<file path="config.mk">
export PLATFORM = sky130hd
export DESIGN_NAME = texroute_xbar
export DESIGN_NICKNAME = d
export VERILOG_FILES = /design/src/rtl/texroute_pkg.sv /design/src/rtl/texroute_rr_arb.sv /design/src/rtl/texroute_dst_lane.sv /design/src/rtl/texroute_xbar.sv
export SDC_FILE = /design/constraint.sdc
export NUM_CORES = 1
export LEC_CHECK = 0
export BUFFER_PORTS_ARGS = -buffer_cell sky130_fd_sc_hd__clkbuf_2
export CORE_AREA = 2 2 372 374
export DETAILED_ROUTE_END_ITERATION = 10
export DIE_AREA = 0 0 374 376
export GPL_TIMING_DRIVEN = 0
export PLACE_DENSITY = 0.44
export SETUP_SLACK_MARGIN = 0.3
export SYNTH_ARGS = -nofsm -noshare
export SYNTH_HDL_FRONTEND = slang
export SYNTH_HIERARCHICAL = 1
export SYNTH_SLANG_ARGS = --single-unit
export TNS_END_PERCENT = 5
</file>
<file path="constraint.sdc">
create_clock -name clk -period 4.83 [get_ports clk]
set_clock_uncertainty 0.1 [all_clocks]
set_input_delay 0 -clock clk [delete_from_list [all_inputs] [get_ports clk]]
set_output_delay 0 -clock clk [all_outputs]
set_load 0.01 [all_outputs]
</file>
<file path="src/rtl/texroute_pkg.sv">
package texroute_pkg;
   // Width of the destination index carried with every source word.
   localparam int unsigned DST_IDX_W = 2;

   // Lane width chosen by the wide-lane option.
   function automatic int unsigned lane_bits(input bit wide);
      return wide ? 64 : 32;
   endfunction
endpackage

</file>
<file path="src/rtl/texroute_rr_arb.sv">
module texroute_rr_arb #(
   parameter int unsigned N  = 4,
   localparam int unsigned IW = (N > 1) ? $clog2(N) : 1
) (
   input  logic         clk,
   input  logic         rst_n,
   input  logic [N-1:0] req,
   output logic [N-1:0] gnt
);
   logic [IW-1:0] ptr_q;
   logic [IW-1:0] win_idx;
   logic          any_win;

   if (N < 2) begin : g_bad_n
      $error("texroute_rr_arb: N must be at least 2");
   end

   always_comb begin
      gnt     = '0;
      win_idx = '0;
      any_win = 1'b0;
      for (int k = 0; k < N; k++) begin
         int idx;
         idx = int'(ptr_q) + k;
         if (idx >= N) idx = idx - N;
         if (!any_win && req[idx]) begin
            any_win      = 1'b1;
            gnt[idx]     = 1'b1;
            win_idx      = IW'(idx);
         end
      end
   end

   always_ff @(posedge clk) begin
      if (!rst_n) begin
         ptr_q <= '0;
      end else if (any_win) begin
         ptr_q <= (int'(win_idx) == N - 1) ? '0 : win_idx + IW'(1);
      end
   end

   // at most one winner per destination
   a_r4_one_winner: assert property (@(posedge clk) disable iff (!rst_n)
      $onehot0(gnt));

   // a grant only goes to a requester, and a request never goes unserved
   a_r4_grant_is_request: assert property (@(posedge clk) disable iff (!rst_n)
      ((gnt & ~req) == '0) && ((|req) == (|gnt)));

   // with two or more requesters, an unchanged request set moves the grant
   a_r5_rotate: assert property (@(posedge clk) disable iff (!rst_n)
      ($countones(req) > 1) |=> ((req != $past(req)) || (gnt != $past(gnt))));
endmodule

</file>
<file path="src/rtl/texroute_dst_lane.sv">
module texroute_dst_lane #(
   parameter int unsigned N_SRC   = 4,
   parameter int unsigned DST_ID  = 0,
   parameter int unsigned DW      = 2,
   parameter int unsigned PAY_W   = 128,
   parameter int unsigned BATCH_W = 6
) (
   input  logic                     clk,
   input  logic                     rst_n,
   input  logic [N_SRC-1:0]         src_valid,
   input  logic [N_SRC*DW-1:0]      src_dst,
   input  logic [N_SRC*PAY_W-1:0]   src_data,
   input  logic [N_SRC*BATCH_W-1:0] src_batch,
   output logic [N_SRC-1:0]         gnt,
   output logic                     out_valid,
   output logic [PAY_W-1:0]         out_data,
   output logic [BATCH_W-1:0]       out_batch
);
   logic [N_SRC-1:0]   req;
   logic [PAY_W-1:0]   sel_data;
   logic [BATCH_W-1:0] sel_batch;

   for (genvar s = 0; s < N_SRC; s++) begin : g_req
      assign req[s] = src_valid[s] && (src_dst[s*DW +: DW] == DW'(DST_ID));
   end

   texroute_rr_arb #(.N(N_SRC)) u_arb (
      .clk  (clk),
      .rst_n(rst_n),
      .req  (req),
      .gnt  (gnt)
   );

   // AND-OR select on the one-hot grant
   always_comb begin
      sel_data  = '0;
      sel_batch = '0;
      for (int s = 0; s < N_SRC; s++) begin
         sel_data  = sel_data  | ({PAY_W{gnt[s]}}   & src_data[s*PAY_W +: PAY_W]);
         sel_batch = sel_batch | ({BATCH_W{gnt[s]}} & src_batch[s*BATCH_W +: BATCH_W]);
      end
   end

   always_ff @(posedge clk) begin
      if (!rst_n) begin
         out_valid <= 1'b0;
         out_data  <= '0;
         out_batch <= '0;
      end else begin
         out_valid <= |gnt;
         if (|gnt) begin
            out_data  <= sel_data;
            out_batch <= sel_batch;
         end
      end
   end

   // a matching request is delivered one clock later
   a_r2_deliver: assert property (@(posedge clk) disable iff (!rst_n)
      (|req) |=> out_valid);

   // no request, no delivery next cycle
   a_r8_idle: assert property (@(posedge clk) disable iff (!rst_n)
      !(|req) |=> !out_valid);
endmodule

</file>
<file path="src/rtl/texroute_xbar.sv">
module texroute_xbar #(
   parameter int unsigned N_SRC      = 4,
   parameter int unsigned N_DST      = 3,
   parameter int unsigned LANES      = 4,
   parameter bit          WIDE_LANES = 1'b0,
   parameter int unsigned BATCH_W    = 6,
   localparam int unsigned DW        = texroute_pkg::DST_IDX_W,
   localparam int unsigned LANE_W    = texroute_pkg::lane_bits(WIDE_LANES),
   localparam int unsigned PAY_W     = LANES * LANE_W
) (
   input  logic                     clk,
   input  logic                     rst_n,
   input  logic [N_SRC-1:0]         src_valid,
   output logic [N_SRC-1:0]         src_ready,
   input  logic [N_SRC*DW-1:0]      src_dst,
   input  logic [N_SRC*BATCH_W-1:0] src_batch,
   input  logic [N_SRC*PAY_W-1:0]   src_data,
   output logic [N_DST-1:0]         dst_valid,
   output logic [N_DST*BATCH_W-1:0] dst_batch,
   output logic [N_DST*PAY_W-1:0]   dst_data,
   output logic                     err_bad_dst
);
   if (N_DST < 1 || N_DST > (1 << DW)) begin : g_bad_dst
      $error("texroute_xbar: N_DST must lie in 1..2**DW");
   end
   if (N_SRC < 2) begin : g_bad_src
      $error("texroute_xbar: N_SRC must be at least 2");
   end
   if (LANES < 1 || BATCH_W < 1) begin : g_bad_w
      $error("texroute_xbar: LANES and BATCH_W must be nonzero");
   end

   logic [N_SRC-1:0] gnt_m [N_DST];
   logic [N_SRC-1:0] bad_idx;
   logic [N_SRC-1:0] taken;

   for (genvar d = 0; d < N_DST; d++) begin : g_dst
      texroute_dst_lane #(
         .N_SRC  (N_SRC),
         .DST_ID (d),
         .DW     (DW),
         .PAY_W  (PAY_W),
         .BATCH_W(BATCH_W)
      ) u_lane (
         .clk      (clk),
         .rst_n    (rst_n),
         .src_valid(src_valid),
         .src_dst  (src_dst),
         .src_data (src_data),
         .src_batch(src_batch),
         .gnt      (gnt_m[d]),
         .out_valid(dst_valid[d]),
         .out_data (dst_data[d*PAY_W +: PAY_W]),
         .out_batch(dst_batch[d*BATCH_W +: BATCH_W])
      );
   end

   for (genvar s = 0; s < N_SRC; s++) begin : g_src
      assign bad_idx[s] = src_valid[s] && (int'(src_dst[s*DW +: DW]) >= N_DST);
   end

   always_comb begin
      taken = '0;
      for (int d = 0; d < N_DST; d++) taken = taken | gnt_m[d];
   end

   assign src_ready = taken | bad_idx;

   always_ff @(posedge clk) begin
      if (!rst_n) err_bad_dst <= 1'b0;
      else        err_bad_dst <= |bad_idx;
   end

   for (genvar s = 0; s < N_SRC; s++) begin : g_chk
      // an illegal index raises the error flag one cycle later
      a_r7_bad_index: assert property (@(posedge clk) disable iff (!rst_n)
         (src_valid[s] && (int'(src_dst[s*DW +: DW]) >= N_DST)) |=> err_bad_dst);

      // a stalled source keeps its word, index and tag
      a_r4_hold: assert property (@(posedge clk) disable iff (!rst_n)
         (src_valid[s] && !src_ready[s]) |=>
            (src_valid[s] && $stable(src_dst[s*DW +: DW]) &&
             $stable(src_data[s*PAY_W +: PAY_W]) &&
             $stable(src_batch[s*BATCH_W +: BATCH_W])));

      // a source is taken by at most one destination
      a_r6_single_route: assert property (@(posedge clk) disable iff (!rst_n)
         $onehot0({bad_idx[s], g_col[s].col}));
   end

   for (genvar s = 0; s < N_SRC; s++) begin : g_col
      logic [N_DST-1:0] col;
      for (genvar d = 0; d < N_DST; d++) begin : g_bit
         assign col[d] = gnt_m[d][s];
      end
   end

   // quiet outputs in the cycle after reset
   a_r1_reset_quiet: assert property (@(posedge clk)
      !rst_n |=> (dst_valid == '0 && !err_bad_dst));
endmodule

</file>
==> metrics.md, run 1 <==
| Metric | Value |
|---|---|
| Status | `finished clean` |
| Hold Crit Start | `src_dst[6]` |
| H-tree levels | `2` |
| Initial Util | `16.5%` |
| Final cycle utilization of the critical path | `92.2%` |
| Hold/Removal Path Class | `in2reg` |
| Skew-Pair Late Insertion Delay | `0.63 ns` |
| Clk slew on worst S/H paths | `around 0.060 ns` |
| R2R Path End | `g_dst[1].u_lane/out_data[56]` |
| # Post-CTS Setup Buffers | `0` |
| Cells after Synth | `between 2k and 3k` |
| Worst reg-to-reg path cell count | `12` |
| Routed vias | `32.4k` |
| Synth Area per Inst | `8.75 um^2` |
| Synth warn | `6` |
| GRT met2 Usage | `41.7%` |
| Max-slew headroom | `between 10% and 20%` |
| Drt wl/cell | `around 31 um` |
| Final setup violation count | `0` |
| Number of synthesized flops with an enable pin | `0` |
| Final Max Slew Viols | `0` |
| Fin util | `27.5%` |
| Busiest grt layer | `met2` |
| Syn Nets | `about 3.2k` |
| Max_cap viols | `0` |
| Worst Setup SP | `g_dst[1].u_lane/u_arb/ptr_q[1]` |
| FF-to-FF setup slack | `about 0.38 ns` |
| GRT Total Usage | `25.3%` |
| Hold endpoint | `g_dst[2].u_lane/u_arb/ptr_q[0]` |
| Worst-Margin Slew | `1.30 ns` |
| Gpl congestion | `0.921` |
| Die Wd | `around 370 um` |
| Total chip power | `26.7 mW` |
| Static Leak | `14.5 nW` |
| Fin nets | `4745` |
| Ys async rst share | `0%` |
| Detail Route Antenna Nets | `0` |
| Buffers on Ports | `959` |
| # DRC | `0` |
| Top cells by area, synth | `dfxtp_1 (37%), a22oi_1 (27%), a31oi_1 (11%), o21ai_1 (5.0%), o21ai_0 (4.0%)` |
| Iter 0 DRT Violations | `3489` |
| Area growth, synth to finish | `66.1%` |
| First-pass GRT wire length | `between 200000 and 300000 um` |
| Fmax | `0.225 GHz` |
| Seq/Total Area, Yosys | `a little over a third` |
| Placeable Area | `137000 um^2` |
| GRT met1 Usage | `about a third` |
| Worst Path Arrival | `4.92 ns` |
| Overflow after GRT | `0` |
| Ratio of cells with drive above 1 in the final layout | `30.1%` |
| Post-synth top cells | `a22oi_1 (813), dfxtp_1 (412), a31oi_1 (402)` |
| Total CTS buffers | `54` |
| Worst vdd ir | `between 0.4 and 0.5 mV` |
| Sinks on Clock Net | `412` |
| Vias in the first global route | `32.2k` |
| GR Util met3 | `slightly below 7%` |
| Max clock buf depth | `3` |
| CTS tree | `yes` |
| Count of cell types in the netlist | `60` |
| Mapped Area | `22600 um^2` |
| Via-to-Cell Ratio | `5.37` |
| Root buf cell | `clkbuf_16` |
| CP required | `5.29 ns` |
| RSZ-0062 raised after global routing | `true` |
| Pin count of the biggest net entering global routing | `14` |
| Count leader, synth | `a22oi_1` |
| Core Rows | `136` |
| Final Hold Viols | `0` |
| Top_reg_cell synth | `dfxtp_1` |
| Worst setup path class | `reg2reg` |
| Share of the synthesized area in the top cell type | `36.5%` |
| Number of cells on the worst hold path | `6` |
| Placed inst area | `29700 um^2` |
| Full die area | `141000 um^2` |
| Element type at the critical path end | `register` |
| Synth area leader | `dfxtp_1` |
| Period minus WS final | `4.45 ns` |
| Post-route cell area | `about 38000 um^2` |
| Ports | `960` |
| Initial DRT Pass Iterations | `8` |
| Die height | `376 um` |
| RR Startpoint | `g_dst[1].u_lane/u_arb/ptr_q[1]` |
| Crit start category | `register` |
| PD cells | `slightly above 700 nW/um^2` |
| Fin Hold WS | `between 0.15 and 0.2 ns` |
| Synthesized flop and latch total | `roughly 400` |
| Smallest setup slack after layout | `0.376 ns` |
| Worst-path maximum fanout | `10` |
| Initial antenna violation count | `56` |
| DP Worst Slack | `-0.888 ns` |
| Dpl hpwl | `142000 um` |
| WL final | `189000 um` |
## cell usage in the layout (no fill, tap or decap), drive strengths merged, types with 10 or more instances in the layout
master	n
a22oi	813
a31oi	405
buf	103
clkbuf	1263
clkinv	12
dfxtp	412
diode	37
dlygate4sd3	573
ha	25
inv	13
mux4	10
nand2	20
nor2	28
o21ai	407
## worst max-delay path by stage
stage,end,slack (ns),cells past startpoint
after floorplan,g_dst[0].u_lane/out_data[103],1.21,15
after global placement,g_dst[0].u_lane/out_data[49],-0.93,12
after detailed placement,g_dst[0].u_lane/out_data[90],-0.89,12
after CTS,g_dst[1].u_lane/out_data[83],0.19,12
after global routing,g_dst[0].u_lane/out_data[104],0.22,13
final,g_dst[1].u_lane/out_data[56],0.38,12
## layer usage
metal	part of all wire, %	up-vias
met5	0.12	-
met4	4.2	32
met3	9.3	442
met2	46	2176
met1	41	15900
li1	-	13800
## per-stage QoR
step / instances / TNS [ns]
6_report: 6040 / 0
5_1_grt: 6017 / 0
4_1_cts: 6003 / 0
3_5_place_dp: 5335 / -185.53
3_3_place_gp: 5334 / -192.25
2_1_floorplan: 2581 / 0
## layout make-up
type | count | area (um^2)
Fill cell | 15000 | 99100
Timing Repair Buffer | 1533 | 10600
Clock buffer | 77 | 1630
Sequential cell | 412 | 8250
Antenna cell | 37 | 92.6
Tap cell | 1794 | 2240
Multi-Input combinational cell | 1825 | 12400
Buffer | 331 | 2050
Clock inverter | 18 | 203
Inverter | 13 | 53.8
## kinds of logic (layout without fill, tap and decap cells)
group	count (synthesis)	count (layout)	share of synthesized area [%]
AO/OA/AOI/OAI	1678	1678	49.4
XOR/XNOR	4	4	0.155
adder cells (fa/ha/maj)	25	25	1.39
buffers and inverters	344	1972	8.47
flip-flops	412	412	36.5
multiplexers	18	18	1.41
other	0	37	0
AND/OR/NAND/NOR	100	100	2.70
## state kept, by name, indices dropped and copies added (netlist names)
name                      count
g_dst.u_lane/out_batch       18
g_dst.u_lane/out_valid        3
g_dst.u_lane/out_data       384
err_bad_dst                   1
g_dst.u_lane/u_arb/ptr_q      6
## worst max-delay path, stage by stage (launching register included)
cell and delay [ns]:
dfxtp_1 0.52, inv_1 0.24, ha_1 0.34, buf_6 0.13, mux4_2 0.61, or3_4 0.45, nor2b_4 0.15, a221o_1 0.17
buf_4 0.33, buf_2 0.41, clkbuf_1 0.52, a22oi_1 0.16, a31oi_1 0.22
## report_power, final
part,total [mW],internal [mW],switching (mW),leakage (nW)
sequential,5.41,4.62,0.791,3.41
clock,4.35,2.54,1.81,0.909
combinational,16.9,5.59,11.3,10.2
## what timing repair did
action | 4_1_cts | 5_1_grt
endpoints found under the hold margin | 409 | 0
gates cloned | 0 | 0
hold buffers | 573 | 0
resized for setup | 47 | 122
pin swaps | 0 | 0
endpoints found under the setup margin | 405 | 406
No activity file was read; power rests on OpenSTA's default activity.
==> run 2: changes to the inputs <==
==> constraint.sdc (replaced) <==
create_clock -name clk -period 4.83 [get_ports clk]
set_clock_uncertainty 0.1 [all_clocks]
set_input_delay 0.2415 -clock clk [delete_from_list [all_inputs] [get_ports clk]]
set_output_delay 0.2415 -clock clk [all_outputs]
set_load 0.01 [all_outputs]
==> run 2 against run 1 <==
Clock power about the same. Count of clock-buffer cells in the layout unchanged. Final cell count down 0.17%. Largest cell class unchanged. Wire length about the same. Global-route usage about the same. Critical path depth unchanged. Worst hold slack worse by 0.034 ns. Fmax down 0.75%. Setup slack worse by 0.034 ns. Non-clock buffer count down 5.
==> metrics.md, run 2 (same netlist as run 1, synthesis figures left out) <==
| Metric | Value |
|---|---|
| R2R Path End | `g_dst[1].u_lane/out_data[56]` |
| Die height | `376 um (unchanged)` |
| Worst Path Arrival | `4.96 ns (+0.04 ns)` |
| Buffers on Ports | `959 (unchanged)` |
| Worst path max stage delay | `0.61 ns (about the same)` |
| Via-to-Cell Ratio | `5.37 (about the same)` |
| Most common cell after layout, fill and taps aside | `clkbuf_2` |
| Worst-Margin Slew | `1.30 ns (+0.00802 ns)` |
| Final Hold Viols | `0 (unchanged)` |
| GRT Total Usage | `25.3% (about the same)` |
| Net Sw Frac | `52.2% (about the same)` |
| Hold Crit Start | `src_dst[5]` |
| Final setup violation count | `0 (unchanged)` |
| Worst-path cell chain | `inv_1, ha_1, buf_6, mux4_2, or3_4, nor2b_4, a221o_1, buf_4, buf_2, clkbuf_1, a22oi_1, a31oi_1` |
| # Post-CTS Setup Buffers | `0 (unchanged)` |
| Fmax | `0.223 GHz (-0.75%)` |
| Finished Layout Cells | `6030 (-0.17%)` |
| Pin count of the biggest net entering global routing | `14 (unchanged)` |
| Max clock buf depth | `3 (unchanged)` |
| Initial Util | `16.5% (unchanged)` |
| Ratio of cells with drive above 1 in the final layout | `30.1% (+0.060 points)` |
| Overflow after GRT | `0 (unchanged)` |
| Max-slew headroom | `13.0% (-0.53 points)` |
| Element type at the critical path end | `register` |
| PD cells | `711 nW/um^2 (about the same)` |
| Worst setup path class | `reg2reg` |
| Slowest CP cell | `mux4_2` |
| Largest delay share family, worst path | `buffers and inverters` |
| Root buf cell | `clkbuf_16` |
| Biggest regs | `g_dst.u_lane/out_data: 384 flops, g_dst.u_lane/out_batch: 18 flops, g_dst.u_lane/u_arb/ptr_q: 6 flops` |
| Detail Route Antenna Nets | `0 (unchanged)` |
| Gpl congestion | `0.921 (unchanged)` |
| Static Leak | `14.5 nW (-0.11%)` |
| Placeable Area | `137000 um^2 (unchanged)` |
| Worst vdd ir | `0.443 mV (+0.37%)` |
| Largest Register | `g_dst.u_lane/out_data` |
| Commonest non-fill, non-tap cells in the layout | `clkbuf_2 (1025), a22oi_1 (813), dlygate4sd3_1 (568), dfxtp_1 (411), a31oi_1 (402)` |
| Status | `finished clean` |
| Routed vias | `32.4k (-0.093%)` |
| Share of total power in combinational logic | `63.4% (about the same)` |
| Iter 0 DRT Violations | `3739 (+7.2%)` |
| CP required | `5.30 ns (about the same)` |
| Worst-path maximum fanout | `10 (unchanged)` |
| RSZ-0062 raised after global routing | `true` |
| Max reg flops | `384 (unchanged)` |
| # DRC | `0 (unchanged)` |
| Hold endpoint | `g_dst[0].u_lane/u_arb/ptr_q[1]` |
| Switching power | `13.9 mW (-0.12%)` |
| Clk pwr share | `16.3% (about the same)` |
| Post-route cell area | `37500 um^2 (-0.16%)` |
| Final cycle utilization of the critical path | `92.9% (+0.70 points)` |
| Clk slew on worst S/H paths | `0.06 ns (about the same)` |
| Area growth, synth to finish | `65.9%` |
| CTS tree | `yes` |
| Drt wl/cell | `31.3 um (+0.11%)` |
| WL final | `189000 um (about the same)` |
| RR Startpoint | `g_dst[1].u_lane/u_arb/ptr_q[1]` |
| Core Rows | `136 (unchanged)` |
| Total CTS buffers | `54 (unchanged)` |
| Sequential share of power | `20.3% (about the same)` |
| Worst reg-to-reg path cell count | `12 (unchanged)` |
| Max_cap viols | `0 (unchanged)` |
| Fin Hold WS | `0.118 ns (-0.0341 ns)` |
| CP Buf/Inv Count | `5 (unchanged)` |
| Die Wd | `374 um (unchanged)` |
| Initial antenna violation count | `56 (unchanged)` |
| Hold/Removal Path Class | `in2reg` |
| Sinks on Clock Net | `412 (unchanged)` |
| Number of cells on the worst hold path | `5 (-1)` |
| Skew-Pair Late Insertion Delay | `0.63 ns (about the same)` |
| Vias in the first global route | `32.1k (-0.12%)` |
| Fill cells | `15.0k (-0.013%)` |
| Initial DRT Pass Iterations | `7 (-1)` |
| First-pass GRT wire length | `256000 um (about the same)` |
| Full die area | `141000 um^2 (unchanged)` |
| Placed instance count | `5335 (unchanged)` |
| Final Max Slew Viols | `0 (unchanged)` |
| Setup Total Neg Slack | `0 ns (unchanged)` |
| Period minus WS final | `4.49 ns (+0.0338 ns)` |
| Fin nets | `4740 (-0.11%)` |
| Crit start category | `register` |
| FF-to-FF setup slack | `0.34 ns (-0.03 ns)` |
| Cell-internal power | `12.7 mW (-0.11%)` |
| Dpl hpwl | `142000 um (unchanged)` |
| Placed inst area | `29700 um^2 (unchanged)` |
| Ports | `960 (unchanged)` |
| H-tree levels | `2 (unchanged)` |
run 2: cell types whose count changed in the layout (fill, tap and decap cells not counted), sizes merged:
cell / change
diode: -5
dlygate4sd3: -5
run 2: routing by layer:
layer,global-route usage (%),wire length [um],up-vias
met4,9.61,7840,32
met3,6.86,18000,437
met2,41.7,86500,2236
met1,31.4,76300,15900
li1,-,-,13800
met5,0,221,-
run 2: repair_timing:
action,in CTS,in global routing
setup endpoints to repair,405,405
gates resized for setup,47,124
cloned,0,0
hold buffers,568,0
endpoints found under the hold margin,408,0
run 2: area by class of cell:
cell class,count,area (um^2),share of cell area [%]
multi-input combinational,1825,12400,33.2
timing repair buffer,1528,10500,28.1
sequential,412,8250,22.0
tap,1794,2240,5.99
buffer,331,2050,5.48
clock buffer,77,1630,4.36
clock inverter,18,203,0.541
antenna,32,80.1,0.214
inverter,13,53.8,0.144
run 2: worst min-delay path: stages:
cell and delay, ns:
clkbuf_2 0.11, nor3b_1 0.16, o2111ai_1 0.12, o311ai_1 0.10
o21ai_1 0.08
run 2: stage by stage:
stage / setup WS [ns] / utilization, % / power [mW]
2_1_floorplan: 1.21 / - / 13.9
3_3_place_gp: -0.931 / 21.7 / 21.4
3_5_place_dp: -0.888 / 21.7 / 21.4
4_1_cts: 0.188 / 27.3 / 26.4
5_1_grt: 0.218 / 27.4 / 27.9
6_report: 0.342 / 27.4 / 26.6
run 2: worst max-delay path by stage:
stage | depth (start not counted) | startpoint | endpoint | slack [ns]
4_1_cts | 12 | g_dst[1].u_lane/u_arb/ptr_q[1] | g_dst[1].u_lane/out_data[83] | 0.19
3_5_place_dp | 12 | g_dst[0].u_lane/u_arb/ptr_q[1] | g_dst[0].u_lane/out_data[90] | -0.89
2_1_floorplan | 15 | g_dst[0].u_lane/u_arb/ptr_q[0] | g_dst[0].u_lane/out_data[103] | 1.21
3_3_place_gp | 12 | g_dst[0].u_lane/u_arb/ptr_q[1] | g_dst[0].u_lane/out_data[49] | -0.93
5_1_grt | 13 | g_dst[0].u_lane/u_arb/ptr_q[0] | g_dst[0].u_lane/out_data[104] | 0.22
6_report | 12 | g_dst[1].u_lane/u_arb/ptr_q[1] | g_dst[1].u_lane/out_data[56] | 0.34
run 2: power groups by stage:
stage	Clock, mW	Sequential [mW]	Combinational [mW]
2_1_floorplan	0	5.67	8.22
3_3_place_gp	0	5.42	15.9
3_5_place_dp	0	5.42	16.0
4_1_cts	4.43	5.37	16.6
5_1_grt	4.53	5.49	17.8
6_report	4.34	5.41	16.9
